File: src/rtl/updn_pkg.sv
package updn_pkg;
  localparam int STAT_W    = 16;
  localparam int BIT_UPEN  = 15;
  localparam int BIT_DNEN  = 14;
  localparam int BIT_DONE  = 13;
  localparam int BIT_OVF   = 12;
  localparam int BIT_UNF   = 11;
  localparam int N_RUNGS   = 2;
  localparam int RUNG_UP   = 0;
  localparam int RUNG_DN   = 1;
endpackage

File: src/rtl/updn_rung_edge.sv
module updn_rung_edge (
  input  logic clk,
  input  logic rst_n,
  input  logic clr,
  input  logic rung,
  output logic en_flag,
  output logic pulse
);
  logic prev_q;

  // Reset arms the detector as if the rung was already high (prescan).
  always_ff @(posedge clk) begin
    if (!rst_n)   prev_q <= 1'b1;
    else if (clr) prev_q <= 1'b0;
    else          prev_q <= rung;
  end

  assign en_flag = prev_q;
  assign pulse   = rung & ~prev_q;


  edge_rearm_chk: assert property (@(posedge clk) disable iff (!rst_n)
    (pulse && !clr) |=> en_flag);

  clear_disarm_chk: assert property (@(posedge clk) disable iff (!rst_n)
    clr |=> !en_flag);
endmodule

File: src/rtl/updn_acc.sv
module updn_acc #(
  parameter int W = 16
) (
  input  logic         clk,
  input  logic         rst_n,
  input  logic         clr,
  input  logic         inc_p,
  input  logic         dec_p,
  output logic [W-1:0] acc,
  output logic         ovf,
  output logic         unf
);
  localparam logic [W-1:0] MAXV = {1'b0, {(W-1){1'b1}}};
  localparam logic [W-1:0] MINV = {1'b1, {(W-1){1'b0}}};
  localparam logic [W-1:0] ONE  = {{(W-1){1'b0}}, 1'b1};

  function automatic logic [W-1:0] next_value(input logic [W-1:0] cur,
                                              input logic up, input logic dn);
    if (up && !dn)      return cur + ONE;
    else if (dn && !up) return cur - ONE;
    else                return cur;
  endfunction

  logic [W-1:0] acc_q;
  logic         ovf_q, unf_q;
  logic         up_only, dn_only, wrap_hi, wrap_lo;

  assign up_only = inc_p & ~dec_p;
  assign dn_only = dec_p & ~inc_p;
  assign wrap_hi = up_only & (acc_q == MAXV);
  assign wrap_lo = dn_only & (acc_q == MINV);

  always_ff @(posedge clk) begin
    if (!rst_n || clr) begin
      acc_q <= '0;
      ovf_q <= 1'b0;
      unf_q <= 1'b0;
    end else begin
      acc_q <= next_value(acc_q, inc_p, dec_p);
      if (wrap_hi) begin
        if (unf_q) unf_q <= 1'b0;
        else       ovf_q <= 1'b1;
      end
      if (wrap_lo) begin
        if (ovf_q) ovf_q <= 1'b0;
        else       unf_q <= 1'b1;
      end
    end
  end

  assign acc = acc_q;
  assign ovf = ovf_q;
  assign unf = unf_q;


  inc_step_chk: assert property (@(posedge clk) disable iff (!rst_n)
    (up_only && !clr) |=> (acc == $past(acc) + ONE));

  cancel_chk: assert property (@(posedge clk) disable iff (!rst_n)
    (inc_p && dec_p && !clr) |=> $stable(acc));

  ovf_wrap_chk: assert property (@(posedge clk) disable iff (!rst_n)
    (wrap_hi && !unf_q && !clr) |=> (ovf && acc == MINV));

  unf_wrap_chk: assert property (@(posedge clk) disable iff (!rst_n)
    (wrap_lo && !ovf_q && !clr) |=> (unf && acc == MAXV));

  flags_exclusive_chk: assert property (@(posedge clk) disable iff (!rst_n)
    !(ovf && unf));

  clear_acc_chk: assert property (@(posedge clk) disable iff (!rst_n)
    clr |=> (acc == '0 && !ovf && !unf));
endmodule

File: src/rtl/updn_status.sv
module updn_status
  import updn_pkg::*;
#(
  parameter int W = 16
) (
  input  logic [W-1:0]      acc,
  input  logic [W-1:0]      preset,
  input  logic              en_up,
  input  logic              en_dn,
  input  logic              ovf,
  input  logic              unf,
  output logic [STAT_W-1:0] status
);
  function automatic logic reached(input logic [W-1:0] a, input logic [W-1:0] p);
    return $signed(a) >= $signed(p);
  endfunction

  always_comb begin
    status           = '0;
    status[BIT_UPEN] = en_up;
    status[BIT_DNEN] = en_dn;
    status[BIT_DONE] = reached(acc, preset);
    status[BIT_OVF]  = ovf;
    status[BIT_UNF]  = unf;
  end
endmodule

File: src/rtl/updn_edge_counter.sv
module updn_edge_counter
  import updn_pkg::*;
#(
  parameter int W = 16
) (
  input  logic              clk,
  input  logic              rst_n,
  input  logic              up_rung,
  input  logic              dn_rung,
  input  logic              clr_cmd,
  input  logic [W-1:0]      preset,
  output logic [W-1:0]      acc,
  output logic [STAT_W-1:0] status
);
  logic [N_RUNGS-1:0] rung_vec, en_vec, pulse_vec;
  logic               ovf_w, unf_w;

  assign rung_vec[RUNG_UP] = up_rung;
  assign rung_vec[RUNG_DN] = dn_rung;

  for (genvar g = 0; g < N_RUNGS; g++) begin : g_rung
    updn_rung_edge u_edge (
      .clk     (clk),
      .rst_n   (rst_n),
      .clr     (clr_cmd),
      .rung    (rung_vec[g]),
      .en_flag (en_vec[g]),
      .pulse   (pulse_vec[g])
    );
  end

  updn_acc #(.W(W)) u_acc (
    .clk   (clk),
    .rst_n (rst_n),
    .clr   (clr_cmd),
    .inc_p (pulse_vec[RUNG_UP]),
    .dec_p (pulse_vec[RUNG_DN]),
    .acc   (acc),
    .ovf   (ovf_w),
    .unf   (unf_w)
  );

  updn_status #(.W(W)) u_status (
    .acc    (acc),
    .preset (preset),
    .en_up  (en_vec[RUNG_UP]),
    .en_dn  (en_vec[RUNG_DN]),
    .ovf    (ovf_w),
    .unf    (unf_w),
    .status (status)
  );


  status_spare_chk: assert property (@(posedge clk) disable iff (!rst_n)
    status[BIT_UNF-1:0] == '0);
endmodule

File: config.mk
export PLATFORM = sky130hd
export DESIGN_NAME = updn_edge_counter
export DESIGN_NICKNAME = d
export VERILOG_FILES = /design/src/rtl/updn_pkg.sv /design/src/rtl/updn_rung_edge.sv /design/src/rtl/updn_acc.sv /design/src/rtl/updn_status.sv /design/src/rtl/updn_edge_counter.sv
export SDC_FILE = /design/constraint.sdc
export NUM_CORES = 1
export LEC_CHECK = 0
export ABC_CLOCK_PERIOD_IN_PS = 6300
export BUFFER_PORTS_ARGS = -buffer_cell sky130_fd_sc_hd__buf_2
export CORE_ASPECT_RATIO = 1.25
export CORE_UTILIZATION = 25
export CTS_BUF_LIST = sky130_fd_sc_hd__clkbuf_2 sky130_fd_sc_hd__clkbuf_4 sky130_fd_sc_hd__clkbuf_8
export DETAILED_ROUTE_END_ITERATION = 6
export PLACE_DENSITY_LB_ADDON = 0.1
export SYNTH_ARGS = -nofsm -noshare
export SYNTH_HDL_FRONTEND = slang
export SYNTH_SLANG_ARGS = --single-unit
export TNS_END_PERCENT = 20
File: constraint.sdc
create_clock -name clk -period 6.3 [get_ports clk]
set_input_delay 0.63 -clock clk [delete_from_list [all_inputs] [get_ports clk]]
set_output_delay 0.63 -clock clk [all_outputs]
set_load 0.03 [all_outputs]
* Word-level counts from Yosys, hierarchy flattened
Index checks and enable logic that the tools add are counted.
Word-level totals: register bits 20, bits in latches 0, RAM bits 0, memory bits (read-only) 0, input bits 21, logic and storage cells 38, memories 0
Operators by class: add/sub/neg operators 2, multiply operators 0, divide/modulo/power cells 0, order comparisons 1, equality and inequality tests 2, shift-type cells 0, mux-type cells 11, bitwise logic cells 10, reduce and logical (&&, ||, !) cells 7
Operator list (count):
- 16-bit two-way mux | 2
- 16-bit by 1-bit adder with 16-bit output (second input constant) | 1
- 16-bit by 15-bit equality test with 1-bit output (second input constant) | 1
- 16-bit equality test (second input constant) | 1
- 16-bit greater-or-equal comparator | 1
- 16-bit by 1-bit subtractor with 16-bit output (second input constant) | 1
- 1-bit two-way mux | 9
- 1-bit bitwise AND | 6
- 1-bit inverter | 4
- 1-bit logical NOT | 3
- 1-bit logical AND | 2
- 2-bit nonzero test | 1
- 1-bit logical OR | 1

* Depth between registers and ports, before layout
depth after elaboration 8, depth in mapped cells 11

* Hierarchy
From an unflattened synthesis, not the netlist that was laid out.
Second synthesis, totals: cells, all modules 267, area total of the unflattened synthesis 2104.5 um2
By module, submodules not included:
- updn_acc | instances 1, cells an instance 189, area an instance 1502.7 um2, sequential area each 360.3 um2
- updn_status | instances 1, cells an instance 70, area an instance 529.3 um2, sequential area each 0.0 um2
- updn_rung_edge | instances 2, cells an instance 4, area an instance 36.3 um2, sequential area each 20.0 um2

* Worst setup path before layout
Ideal clock, no wire load.
path kind input to register, start input port up_rung, end register u_acc.acc_q[14] (netlist: u_acc.acc[14]), arrival 2.678 ns, required time 6.180 ns, setup slack 3.502 ns, stages 11, buffers on the path 0, cell sequence nand2b_1 inv_1 ha_1 inv_2 ha_1 a21oi_4 o21ai_1 a2111o_1 a221oi_2 nor4_1 a211o_1
Between the ends: word-level cells in the longest chain between the ends 4
Ends and longest elaborated chain:
- start: declaration | line updn_edge_counter.sv:8 | input logic up_rung,
- 1-bit bitwise AND (*) | line updn_rung_edge.sv:19 | assign pulse = rung & ~prev_q;
- 1-bit logical NOT | line updn_acc.sv:20 | else if (dn && !up) return cur - ONE;
- 1-bit logical AND | line updn_acc.sv:20
- 2-bit nonzero test (no line)
- end signal: assignment | line updn_acc.sv:39 | acc_q <= next_value(acc_q, inc_p, dec_p);
- end: declaration | line updn_acc.sv:24 | logic [W-1:0] acc_q;
Mark *: on every way between the ends. The rest lies on a longest branch, timed or not. A chain may end at the register's enable or synchronous reset.

* Final worst setup path
Ends and elaborated chain as after synthesis.

==> metrics.md <==
| Metric | Value |
|---|---|
| Final min period | 2982 ps |
| Final Instance Count excl. Fillers | 399 |
| Most frequent cell after synthesis | ha_1 |
| Pwr dens | around 210 mW/mm^2 |
| RD Place Congestion | 0.7849 |
| CP Buf/Inv Count | 3 |
| Reg power frac | between 30% and 40% |
| Layout area overhead | 14.57% |
| Number of synthesized flops with an enable pin | 0 |
| Failing checks | DRC |
| Peak supply drop | approximately 75 uV |
| Full die area | between 0.008 and 0.009 sq mm |
| Sequential share of the synthesized area | a little under a fifth |
| CP startpoint | up_rung |
| Clock-pin slew on the worst setup and hold paths | around 90 ps |
| Kind of critical path | primary input to flip-flop |
| Final WL | around 6.1 mm |
| Cells after DPL | approximately 400 |
| Die width | between 80 and 90 um |
| Achievable Freq | 335.3 MHz |
| Fin crit share | a little under half |
| Starting Density | 25.58% |
| Setup Skew | a little over 6 ps |
| IO Port Bufs | 41 |
| Largest area contributor in the netlist | dfxtp_1 |
| Via density | around 4.9 |
| Wirelength per Cell | 15.18 um |
| Drt initial violations | 81 |
| Row count | 37 |
| Fin nets | between 300 and 400 |
| Most common cell type on the critical path | ha_1 |
| Top FF cell, synth | dfxtp_1 |
| Multi-input gate area | 0.001494 sq mm |
| Vias in the first global route | approximately 1.9k |
| Status | complete, but fails checks |
| Synth top area cells | dfxtp_1, ha_1, buf_4, nor2_1, inv_1 |
| P_int | roughly 0.30 mW |
| Reg2reg path depth | 11 |
| Post-synth ARST share | 0% |
| Post-cts hold buffer count | 0 |
| DP Wirelength | 4.759 mm |
| TritonCTS Buffers | 3 |
| Placement Setup Slack | ~3000 ps |
| Depth of the CTS H-tree | 1 |
| RR Startpoint | g_rung[0].u_edge.en_flag$_SDFF_PN1_ |
| Register area | approximately 400 sq um |
| NetSw | approximately 0.19 mW |
| DR pass1 iterations | 7 |
| Post-DRT Antenna Nets | 0 |
| Crit path max-delay cell type | ha_1 |
| Sink Count | 20 |
| Initial antenna violation count | 0 |
| Worst path depth | 12 |
| Combinational power share | ~42% |
| Die Height | ~100 um |
| DR vias | between 1.5k and 2k |
| Synth warn | 0 |
| Slew headroom | approximately 48% |
| R2r endpoint | u_acc.acc[14]$_SDFFE_PP0P_ |
| Gate Count Post-Synth | approximately 270 |
| Final setup vio count | 0 |
| Setup crit end kind | flip-flop |
| Clk buf depth | 2 |
| Syn Std Cell Area | 0.002096 sq mm |
| Worst-skew pair later-pin latency | 270 ps |
| Synth cell count leaders | ha_1, nor2_1, inv_1, dfxtp_1, a21oi_1 |
| Power consumption | 0.4937 mW |
| Share of layout cells above drive strength 1 | 18.54% |
| FF-to-FF setup slack | 3410 ps |
| Core ar. | 0.008194 sq mm |
| Filler Cell Count | about 890 |
| CP required | 6460 ps |
| Mean area per synthesized cell | 7.849 sq um |
| Cell chosen for the clock root | clkbuf_8 |
| RSZ-0062 raised after global routing | no |
| Worst setup SP type | primary input |
| Antenna diodes | 0 |
| Post-CTS setup buffers | 0 |
| Final Hold Viols | 0 |
| Worst Hold Class | flip-flop to flip-flop |
| Worst Setup EP | u_acc.acc[14]$_SDFFE_PP0P_ |
| Final WS setup | around 3300 ps |
| Share of the synthesized area in the top cell type | approximately a fifth |
| Crit path DAT | 3140 ps |
| Cell variety after synth | 54 |
| Synth Register Bits | 20 |
| CP top delay family | compound AO/OA/AOI/OAI gates |
| PostCTS Resize Cnt | 0 |
| First-pass GRT wire length | between 9 and 10 mm |
| DR DRC count | 8 |
| Largest net degree at the start of global routing | 22 |
| Max-slew violation count | 0 |
| Pleak | between 1 and 1.5 nW |
| GRT Overall Usage | between 10 and 15% |
| Net switching fraction of the power | around two fifths |
| Total gr overflow | 0 |
| Clock share of power | 27.5% |
| Setup tns final | 0 ps |
| I/O pin count | 53 |
| Worst slew pin tran | between 700 and 800 ps |
| Delay of the slowest critical-path stage | 330 ps |
| Max FO, Critical Path | 16 |
| Worst-path cell chain | buf_2 -> nand2b_1 -> inv_1 -> ha_1 -> inv_2 -> ha_1 -> and2b_1 -> o31a_1 -> o22a_1 -> a221oi_2 -> nor4_1 -> a211o_1 |
| CTS tree | yes |
| Max-Cap Viols | 0 |
[registers in the layout, indices dropped and copies added, names as in the netlist]
signal and flops:
u_acc.ovf 1, u_acc.unf 1, u_acc.acc 16, g_rung.u_edge.en_flag 2
[power groups by stage]
stage	clock network [mW]	registers [mW]	logic (mW)
after global placement	0	0.153	0.210
final	0.136	0.150	0.208
after floorplan	0	0.159	0.157
after detailed placement	0	0.153	0.209
after global routing	0.145	0.152	0.233
after CTS	0.140	0.151	0.210
[cell usage in the layout, fill, tap and decap left out, types with 4 or more instances in the layout]
cell / count
and3_1: 4
nor3_1: 4
nand2_1: 9
nand3_1: 5
a211oi_1: 7
o211ai_1: 4
nor2_1: 29
buf_2: 41
conb_1: 11
xnor2_1: 4
xor2_1: 4
ha_1: 32
o21ai_1: 6
nand4_1: 10
nand2b_1: 4
a21o_1: 4
dfxtp_1: 20
inv_1: 26
nor4_1: 5
o21ai_0: 9
a21oi_1: 19
[worst reg2reg max path: stages, from the launching register on]
cell      delay [ps]
dfxtp_1          330
nand2b_1         140
inv_1             50
ha_1             260
inv_2            280
ha_1             330
and2b_1          190
o31a_1           280
o22a_1           260
a221oi_2         330
nor4_1            80
a211o_1          240
[layout make-up]
type,count,area share [%]
multi-input combinational,209,62.22
sequential,20,16.68
timing repair buffer,42,8.859
tap,97,5.055
inverter,27,4.221
clock buffer,3,1.720
clock inverter,1,1.251
[routing by layer]
metal  wire length [um]  GRT usage, %  vias up
li1                   -             -     1018
met5                  0             0        -
met1               2707         17.94      897
met3                181         1.508        6
met4                 95         3.941        0
met2               3073         25.47       40
[cell families after synthesis]
logic type	count (synthesis)	synth area share (%)
flops	20	19.10
simple gates	83	20.60
mux	3	1.433
compound gates	71	23.88
buf+inv	48	11.40
xor+xnor	8	3.343
fa+ha+maj	33	20.06
other cells	1	0.1789
[through the flow]
| stage | utilization, % | area [sq um] | hold slack (ps) |
|---|---|---|---|
| CTS | 29.30 | 2401 | 531.6 |
| global placement | 28.43 | 2330 | 504.2 |
| detailed placement | 28.43 | 2330 | 508.9 |
| finish | 29.30 | 2401 | 525.5 |
| floorplan | - | 2133 | 479.3 |
| global route | 29.30 | 2401 | 581.9 |
[worst min-delay path by stage]
stage | cells past startpoint | startpoint | slack, ps | endpoint
floorplan | 2 | u_acc.unf$_SDFF_PP0_ | 480 | u_acc.unf$_SDFF_PP0_
global placement | 2 | u_acc.unf$_SDFF_PP0_ | 500 | u_acc.unf$_SDFF_PP0_
detailed placement | 2 | u_acc.unf$_SDFF_PP0_ | 510 | u_acc.unf$_SDFF_PP0_
CTS | 2 | u_acc.unf$_SDFF_PP0_ | 530 | u_acc.unf$_SDFF_PP0_
global route | 2 | u_acc.unf$_SDFF_PP0_ | 580 | u_acc.unf$_SDFF_PP0_
finish | 2 | u_acc.unf$_SDFF_PP0_ | 530 | u_acc.unf$_SDFF_PP0_
No activity file was read; power rests on OpenSTA's default activity.
